File: src/rtl/cal_tick_pkg.sv
// Shared types for the calibrated seconds divider.
// Assumes: nothing beyond the standard language.
package cal_tick_pkg;

    // Source shown on the output pin.
    typedef enum logic [1:0] {
        SRC_LEVEL   = 2'd0,
        SRC_TONE    = 2'd1,
        SRC_SECWAVE = 2'd2
    } pin_src_e;

    // Decode the two control bits into a pin source.
    function automatic pin_src_e select_src(input logic test_en, input logic test_1hz);
        if (!test_en)
            return SRC_LEVEL;
        else if (test_1hz)
            return SRC_SECWAVE;
        else
            return SRC_TONE;
    endfunction

endpackage

File: src/rtl/sec_window.sv
// Counts seconds modulo WIN and flags the last second of each window.
// Assumes: sec_tick is a one-cycle pulse; WIN >= 2.
module sec_window #(
    parameter int WIN = 480
) (
    input  logic clk,
    input  logic rst_n,
    input  logic sec_tick,
    output logic due
);
    localparam int IW = (WIN > 1) ? $clog2(WIN) : 1;
    localparam logic [IW-1:0] LAST = IW'(WIN - 1);

    logic [IW-1:0] idx;

    // Advance the second index on each seconds pulse, wrapping at the window end.
    always_ff @(posedge clk) begin
        if (!rst_n)
            idx <= '0;
        else if (sec_tick)
            idx <= (idx == LAST) ? '0 : idx + 1'b1;
    end

    assign due = (idx == LAST);

    assert_window_hold_R10: assert property (@(posedge clk) disable iff (!rst_n)
        !sec_tick |=> $stable(idx));
    assert_window_enter_R10: assert property (@(posedge clk) disable iff (!rst_n)
        $rose(due) |-> $past(sec_tick));
endmodule

File: src/rtl/sec_divider.sv
// Divides accepted oscillator ticks by a per-second limit. It issues a one-cycle
// seconds pulse and a registered 1 Hz wave that is high for the first HALF ticks.
// Assumes: limit > HALF and limit <= LONGEST; limit may change at any time
// (a count already past a new, shorter limit ends the second on the next tick).
module sec_divider #(
    parameter int HALF    = 16384,
    parameter int LONGEST = 33760,
    parameter int CNT_W   = 16
) (
    input  logic             clk,
    input  logic             rst_n,
    input  logic             osc_tick,
    input  logic             stop,
    input  logic [CNT_W-1:0] limit,
    output logic             sec_tick,
    output logic             wave
);
    localparam logic [CNT_W:0] HALF_L = (CNT_W+1)'(HALF);

    logic [CNT_W-1:0] cnt;
    logic [CNT_W:0]   cnt_inc;

    assign cnt_inc = {1'b0, cnt} + 1'b1;

    // Count accepted ticks, end the second at the limit and shape the 1 Hz wave.
    always_ff @(posedge clk) begin
        if (!rst_n) begin
            cnt      <= '0;
            sec_tick <= 1'b0;
            wave     <= 1'b1;
        end else begin
            sec_tick <= 1'b0;
            if (osc_tick && !stop) begin
                if (cnt_inc >= {1'b0, limit}) begin
                    cnt      <= '0;
                    sec_tick <= 1'b1;
                    wave     <= 1'b1;
                end else begin
                    cnt  <= cnt_inc[CNT_W-1:0];
                    wave <= (cnt_inc < HALF_L);
                end
            end
        end
    end

    assert_pulse_single_R2: assert property (@(posedge clk) disable iff (!rst_n)
        sec_tick |=> !sec_tick);
    assert_stop_quiet_R6: assert property (@(posedge clk) disable iff (!rst_n)
        stop |=> !sec_tick);
    assert_stop_freeze_R6: assert property (@(posedge clk) disable iff (!rst_n)
        stop |=> $stable(cnt));
    assert_count_bound_R3: assert property (@(posedge clk) disable iff (!rst_n)
        cnt < CNT_W'(LONGEST));
endmodule

File: src/rtl/tone_gen.sv
// Untrimmed test tone: toggles every HALF accepted oscillator ticks.
// Assumes: HALF >= 2; the tone never sees the rate trim.
module tone_gen #(
    parameter int HALF = 32
) (
    input  logic clk,
    input  logic rst_n,
    input  logic osc_tick,
    input  logic stop,
    output logic wave
);
    localparam int TW = $clog2(HALF);
    localparam logic [TW-1:0] LAST = TW'(HALF - 1);

    logic [TW-1:0] cnt;

    // Count ticks in a half period and flip the tone at its end.
    always_ff @(posedge clk) begin
        if (!rst_n) begin
            cnt  <= '0;
            wave <= 1'b0;
        end else if (osc_tick && !stop) begin
            if (cnt == LAST) begin
                cnt  <= '0;
                wave <= ~wave;
            end else begin
                cnt <= cnt + 1'b1;
            end
        end
    end

    assert_tone_hold_R8: assert property (@(posedge clk) disable iff (!rst_n)
        !(osc_tick && !stop) |=> $stable(wave));
endmodule

File: src/rtl/pin_select.sv
// Registers the chosen source onto the output pin.
// Assumes: both waves are registered; the pin lags its source by one clock.
module pin_select
    import cal_tick_pkg::*;
(
    input  logic     clk,
    input  logic     rst_n,
    input  pin_src_e src,
    input  logic     level,
    input  logic     tone,
    input  logic     secwave,
    output logic     pin
);
    // Pick the pin source; the pin idles high in reset.
    always_ff @(posedge clk) begin
        if (!rst_n)
            pin <= 1'b1;
        else begin
            case (src)
                SRC_TONE:    pin <= tone;
                SRC_SECWAVE: pin <= secwave;
                default:     pin <= level;
            endcase
        end
    end

    assert_level_follow_R7: assert property (@(posedge clk) disable iff (!rst_n)
        (src == SRC_LEVEL) |=> (pin == $past(level)));
    assert_secwave_follow_R9: assert property (@(posedge clk) disable iff (!rst_n)
        (src == SRC_SECWAVE) |=> (pin == $past(secwave)));
endmodule

File: src/rtl/cal_tick_gen.sv
// Calibrated seconds divider with test output (top).
// Builds the per-second limit from the trim inputs and the two window flags.
// Slowing stretches the last second of each slow window; speeding shortens the
// last second of each fast window.
// Assumes: osc_tick is already synchronous to clk; FAST_STEP*31 < DIV_CYCLES/2.
module cal_tick_gen
    import cal_tick_pkg::*;
#(
    parameter int DIV_CYCLES = 32768,
    parameter int TEST_HALF  = 32,
    parameter int SLOW_STEP  = 32,
    parameter int FAST_STEP  = 128,
    parameter int SLOW_WIN   = 480,
    parameter int FAST_WIN   = 960,
    parameter int MAG_W      = 5
) (
    input  logic             clk,
    input  logic             rst_n,
    input  logic             osc_tick,
    input  logic             stop,
    input  logic [MAG_W-1:0] cal_mag,
    input  logic             cal_speed,
    input  logic             test_en,
    input  logic             test_1hz,
    input  logic             out_level,
    output logic             sec_pulse,
    output logic             pin_out
);
    localparam int MAG_MAX  = (1 << MAG_W) - 1;
    localparam int LONGEST  = DIV_CYCLES + SLOW_STEP * MAG_MAX;
    localparam int CNT_W    = $clog2(LONGEST + 1);
    localparam int HALF_SEC = DIV_CYCLES / 2;
    localparam int NWIN     = 2;
    localparam int WINS [NWIN] = '{SLOW_WIN, FAST_WIN};
    localparam logic [CNT_W-1:0] BASE = CNT_W'(DIV_CYCLES);

    logic [NWIN-1:0]  due;
    logic [CNT_W-1:0] mag_w;
    logic [CNT_W-1:0] stretch;
    logic [CNT_W-1:0] shrink;
    logic [CNT_W-1:0] limit;
    logic             wave_sec;
    logic             wave_tone;
    pin_src_e         src;

    // One window counter per trim direction (index 0 slow, index 1 fast).
    for (genvar g = 0; g < NWIN; g++) begin : g_win
        sec_window #(.WIN(WINS[g])) u_win (
            .clk      (clk),
            .rst_n    (rst_n),
            .sec_tick (sec_pulse),
            .due      (due[g])
        );
    end

    // Length of the current second from the base, the sign and the window flags.
    always_comb begin
        mag_w   = CNT_W'(cal_mag);
        stretch = (due[0] && !cal_speed) ? CNT_W'(SLOW_STEP) * mag_w : '0;
        shrink  = (due[1] &&  cal_speed) ? CNT_W'(FAST_STEP) * mag_w : '0;
        limit   = BASE + stretch - shrink;
    end

    sec_divider #(.HALF(HALF_SEC), .LONGEST(LONGEST), .CNT_W(CNT_W)) u_div (
        .clk      (clk),
        .rst_n    (rst_n),
        .osc_tick (osc_tick),
        .stop     (stop),
        .limit    (limit),
        .sec_tick (sec_pulse),
        .wave     (wave_sec)
    );

    tone_gen #(.HALF(TEST_HALF)) u_tone (
        .clk      (clk),
        .rst_n    (rst_n),
        .osc_tick (osc_tick),
        .stop     (stop),
        .wave     (wave_tone)
    );

    assign src = select_src(test_en, test_1hz);

    pin_select u_pin (
        .clk     (clk),
        .rst_n   (rst_n),
        .src     (src),
        .level   (out_level),
        .tone    (wave_tone),
        .secwave (wave_sec),
        .pin     (pin_out)
    );
endmodule

File: config.mk
export PLATFORM = sky130hd
export DESIGN_NAME = cal_tick_gen
export DESIGN_NICKNAME = d
export VERILOG_FILES = /design/src/rtl/cal_tick_pkg.sv /design/src/rtl/sec_window.sv /design/src/rtl/sec_divider.sv /design/src/rtl/tone_gen.sv /design/src/rtl/pin_select.sv /design/src/rtl/cal_tick_gen.sv
export SDC_FILE = /design/constraint.sdc
export NUM_CORES = 1
export LEC_CHECK = 0
export BUFFER_PORTS_ARGS = -buffer_cell sky130_fd_sc_hd__buf_2
export CAP_MARGIN = 20
export CORE_MARGIN = 5
export CORE_UTILIZATION = 35
export CTS_CLUSTER_SIZE = 40
export DETAILED_ROUTE_END_ITERATION = 16
export GPL_ROUTABILITY_DRIVEN = 0
export GPL_TIMING_DRIVEN = 0
export SETUP_SLACK_MARGIN = 0.4
export SYNTH_ARGS = -nofsm -noshare
export SYNTH_HDL_FRONTEND = slang
export SYNTH_SLANG_ARGS = --single-unit
File: constraint.sdc
create_clock -name clk -period 3.8 [get_ports clk]
set_clock_uncertainty 0.2 [all_clocks]
set_input_delay 0.38 -clock clk [delete_from_list [all_inputs] [get_ports clk]]
set_output_delay 0.38 -clock clk [all_outputs]
set_load 0.1 [all_outputs]
* After elaboration in Yosys (flattened, before gate mapping)
Index checks and enable logic that the tools add are counted.
** Word-level totals
- Register bits after elaboration :: 44
- Latch bits :: 0
- Bits in writable memories :: 0
- ROM bits :: 0
- Output and inout bits :: 2
- Logic and storage cells :: 40
- Memories kept :: 0
** Cells by class
- $add $sub $neg :: 6
- Multipliers :: 0
- Divide/modulo/power cells :: 0
- Magnitude comparators :: 2
- Equal/unequal tests :: 5
- Shift operators :: 0
- Multiplexer cells :: 11
- Bitwise logic cells :: 1
- Reduce and logical (&&, ||, !) cells :: 7
** Operator list (count)
- $mux 10 :: 2
- $add 16x1->17 const B :: 1
- $ge 17x16->1 :: 1
- $lt 17x15->1 const B :: 1
- $add 16x10->16 const A :: 1
- $mux 16 :: 1
- $sub 16x12->16 :: 1
- $mux 12 :: 1
- $add 10x1->10 const B :: 1
- $eq 10x10->1 const B :: 1
- $add 9x1->9 const B :: 1
- $eq 9x9->1 const B :: 1
- $mux 9 :: 1
- $add 5x1->5 const B :: 1
- $eq 5x5->1 const B :: 1
- $mux 5 :: 1
- $mux 2 :: 2
- $reduce_and 2->1 :: 2
- $logic_and 1x1->1 :: 3
- $eq 2x1->1 const B :: 1
- $eq 2x2->1 const B :: 1
- $logic_not 1->1 :: 2
- $mux 1 :: 2
- $pmux 1 s2 :: 1
- $not 1->1 :: 1

* Longest topological paths before layout
- Depth in word-level cells :: 7
- Mapped depth :: 18
- Depth with buffers taken out :: 17

* Hierarchy
A second synthesis with hierarchy kept.
** Second synthesis, totals
- Cells, all modules :: 363
- Area, all modules :: 3079.2 um^2
** By module, submodules not included
- sec_divider :: instances 1, cells each 191, area each 1579.0 um^2
- sec_window (g_win[1].u_win) :: instances 1, cells each 51, area each 473.0 um^2
- sec_window (g_win[0].u_win) :: instances 1, cells each 48, area each 414.1 um^2
- tone_gen :: instances 1, cells each 30, area each 307.8 um^2
- cal_tick_gen :: instances 1, cells each 35, area each 234.0 um^2
- pin_select :: instances 1, cells each 8, area each 71.3 um^2

* Worst setup path after synthesis
No wires, ideal clock.
- Kind :: reg-to-reg
- Start point :: register g_win[0].u_win.idx[0]
- End point :: register u_div.cnt[8]
- Setup time :: 0.122 ns
- Arrival :: 3.803 ns
- Required time :: 3.478 ns
- Path slack :: -0.325 ns
- Stages on the path, launching flop included :: 19
- Path buffers :: 1
- Period minus slack after synthesis :: 4.125 ns
- Path through :: dfxtp_1 ha_1 nand2_1 nor4b_1 and2_1 ha_1 o21a_1 o21ai_1 nor2b_1 nand2b_1 inv_2 ha_1 and3_1 nand4_1 a211o_1 o211a_1 and3_1 buf_6 a221o_1
** On the way
- Word-level cells in the longest chain between the ends :: 7
** RTL lines
- start, declared :: line sec_window.sv:14 : logic [IW-1:0] idx;
- start signal, assigned :: line sec_window.sv:21 : idx <= (idx == LAST) ? '0 : idx + 1'b1;
- $eq 9x9->1 :: line sec_window.sv:24 : assign due = (idx == LAST);
- $logic_and 1x1->1 :: line cal_tick_gen.sv:59 : stretch = (due[0] && !cal_speed) ? CNT_W'(SLOW_STEP) * mag_w : '0;
- $mux 10 :: line cal_tick_gen.sv:59
- $add 16x10->16 :: line cal_tick_gen.sv:61 : limit = BASE + stretch - shrink;
- $sub 16x12->16 :: line cal_tick_gen.sv:61
- $ge 17x16->1 :: line sec_divider.sv:34 : if (cnt_inc >= {1'b0, limit}) begin
- $mux 16 :: line sec_divider.sv:34
- end signal, assigned :: line sec_divider.sv:39 : cnt <= cnt_inc[CNT_W-1:0];
- end, declared :: line sec_divider.sv:20 : logic [CNT_W-1:0] cnt;
Every way passes these cells.
A chain may end at the register's enable or synchronous reset.

* Worst setup path in the final report
- Start point :: register g_win[1].u_win.idx[7]
- End point :: register u_div.cnt[2]
** On the way
- Word-level cells in the longest chain between the ends :: 6
** RTL lines
- start, declared :: line sec_window.sv:14
- start signal, assigned :: line sec_window.sv:21
- $eq 10x10->1 :: line sec_window.sv:24
- $logic_and 1x1->1 :: line cal_tick_gen.sv:60 : shrink = (due[1] && cal_speed) ? CNT_W'(FAST_STEP) * mag_w : '0;
- $mux 12 :: line cal_tick_gen.sv:60
- $sub 16x12->16 :: line cal_tick_gen.sv:61
- $ge 17x16->1 :: line sec_divider.sv:34
- $mux 16 :: line sec_divider.sv:34
Every way passes these cells.

==> results.md <==
- M1 GR Usage: 0.172
- Synthesized area: 2590 µm²
- EDFF count, synth: 0
- Clock tree buffer depth: 2
- Fin crit share: 1.04
- Data arrival, critical path: 3910 ps
- Final hold violation count: 0
- Pwr Total: 0.933 mW
- Antenna violations before repair: 0
- Share of cells above drive strength 1: 0.219
- Final net count: 376
- # setup viols final: 16
- TritonCTS clock tree: yes
- Worst R2R Start: g_win[1].u_win.idx[7]
- Sequential element share of the synthesized area: 0.340
- Cts bufs inserted: 5
- Vias per std cell: 5.04
- Vias: 2226
- Hold WC Path Type: in -> reg
- Critical Path, Cell by Cell: and4b_1, and3_4, and2_4, nand2_1, ha_4, o21a_1, o21ai_2, nor2b_4, nand2b_4, nand2_2, ha_4, and2_4, nand4_1, a211o_1, o211a_1, and3_1, buf_6, a221o_1
- Drt pass-1 iters: 4
- Ranking of synthesized cells by area: dfxtp_1 (34%), ha_1 (9.7%), nand2_1 (6.7%)
- Grt ovf: 0
- Post-synth top flop: dfxtp_1
- RR Endpoint: u_div.cnt[2]
- Starting Density: 0.359
- Boundary pin count: 15
- Failing checks: negative setup slack
- Status: finished with violations
- Reg2Reg Depth: 18
- Flops & latches, synth: 44
- Yosys warns: 0
- Worst-path clk slew: 80 ps
- Startpoint Class: flip-flop
- R2R Setup Slk: -140 ps
- Count of cell types in the netlist: 46
- Crit path to: u_div.cnt[2]
- Most crowded layer after global routing: met2
- Fmax: 254 MHz
- First-pass GRT wire length: 9.32 mm
- Max Cap Viol: 0
- Crit path launch: g_win[1].u_win.idx[7]
- HPWL after DPL: 4.08 mm
- Worst hold margin: 107 ps
- Syn-to-layout area delta: 22.6%
- Sequential standard cell area: 890 µm²
- Clk_lat worst skew: 300 ps
- Most common cell in the netlist: nand2_1
- Slowest CP cell: dfxtp_1
- Measured slew at the worst slew-check pin: 565 ps
- Die Area: 9220 µm²
- Die height: 96 µm
- Post-synth top cells: nand2_1 (46), dfxtp_1 (44), nor2_1 (35), ha_1 (20), xnor2_1 (15)
- Initial drt markers: 106
- Power per cell area: 294 nW/µm²
- Filler instances: 753
- Syn nets: 347
- Post-Place Worst Slack: -241 ps
- Cell count after synthesis: 314
- Asr flop ratio synth: 0
- Met2 Use GR: 0.206
- GRT Overall Usage: 0.128
- Number of global-route vias before repair: 2042
- Wire length per cell: 13.1 µm
- Port Buffers: 14
- Hold Buf Count CTS: 0
- Largest area contributor in the netlist: dfxtp_1
- Die Span X: 96 µm
- Rel. slew slack: 0.622
- Max Fanout on Critical Path: 7
- Multi-input logic area: 1810 µm²
- Final ANT Viol Nets: 0
- Diodes inserted: 0
- Root Buffer: clkbuf_8
- Largest net degree at the start of global routing: 14
- Row count: 31
- H-tree levels: 2
- CP Capture Type: flip-flop
- Final worst setup slack: -136 ps
- Tmin final: 3940 ps
- Top cell type's share of synthesized area: 0.340
- Routed WL: 5.79 mm
- RSZ-0062 raised after global routing: yes
- WP data required: 3780 ps
- Final slew viol count: 0
- Clk sinks: 44
- Met3 GRT Util: 0.0188
- Residual DRC: 0
- CP Class: reg -> reg
- Average size of a mapped cell: 8.24 µm²
- Peak supply drop: 0.000121 V
- Crit-path max cell delay: 390 ps
- Placeable Area: 7210 µm²
- Leak Pwr: 1.26 nW
==> final cells by class <==
type / instances / area share
Inverter: 7 / 0.00828
Clock buffer: 5 / 0.0217
Clock inverter: 2 / 0.0189
Multi-Input combinational cell: 251 / 0.570
Sequential cell: 44 / 0.280
Tap cell: 99 / 0.0390
Timing Repair Buffer: 22 / 0.0422
Buffer: 12 / 0.0201
==> repair_timing <==
item / CTS / global route
gates cloned: 0 / 0
hold endpoints to repair: 0 / 0
gates resized for setup: 10 / 12
pin swaps: 11 / 2
setup buffers: 5 / 3
setup endpoints to repair: 18 / 18
==> registers in the layout, indices dropped and copies added, names as in the netlist <==
| register | count |
|---|---|
| g_win.u_win.idx | 19 |
| u_div.cnt | 16 |
| u_div.sec_tick | 1 |
| u_div.wave | 1 |
| u_pin.pin | 1 |
| u_tone.cnt | 5 |
| u_tone.wave | 1 |
==> logic make-up after synthesis <==
logic type               synth area share
multiplexers                       0.0121
AND/OR/NAND/NOR                     0.305
AO/OA/AOI/OAI                       0.116
flip-flops                          0.340
adder cells (fa/ha/maj)            0.0967
XOR/XNOR                           0.0981
buffers and inverters              0.0324
==> layer usage <==
metal | part of all wire | up-vias
li1 | - | 1157
met1 | 0.50 | 1034
met2 | 0.46 | 28
met3 | 0.030 | 7
met4 | 0.015 | 0
met5 | 0 | -
==> worst max-delay path, delay by kind of cell (launching register included) <==
kind	cells	cell delay, ps
buf+inv	1	140
compound gates	5	1070
simple gates	10	1530
flops	1	390
fa+ha+maj	2	480
==> where the power goes <==
| group | internal [mW] | switching, mW |
|---|---|---|
| Clock | 0.259 | 0.161 |
| Combinational | 0.0133 | 0.0328 |
| Sequential | 0.464 | 0.00338 |
==> metrics by stage <==
step	cell area (µm²)	utilization	setup TNS [ps]	cells
6_report	3170	0.440	-988	442
5_1_grt	3170	0.440	-4140	442
4_1_cts	3110	0.431	-1530	439
3_5_place_dp	2890	0.400	-3140	427
3_3_place_gp	2890	0.400	-3260	427
2_1_floorplan	2690	-	0	314
==> worst min-delay path by stage <==
stage                        from             to  cells past startpoint
global route            out_level      u_pin.pin                      3
detailed placement  u_tone.cnt[4]  u_tone.cnt[4]                      2
CTS                     out_level      u_pin.pin                      3
global placement    u_tone.cnt[4]  u_tone.cnt[4]                      2
floorplan           u_tone.cnt[4]  u_tone.cnt[4]                      2
finish                  out_level      u_pin.pin                      3
==> layout by cell type, fill, tap and decap left out, types with 8 or more instances in the layout <==
cell and instances:
ha_1 14, xnor2_1 15, nand2_1 42, xor2_1 14
nand4_1 9, buf_4 8, nand3_1 13, buf_2 14
nor2_1 35, a221o_1 8, dfxtp_1 37
(Power assumes the default switching activity.)
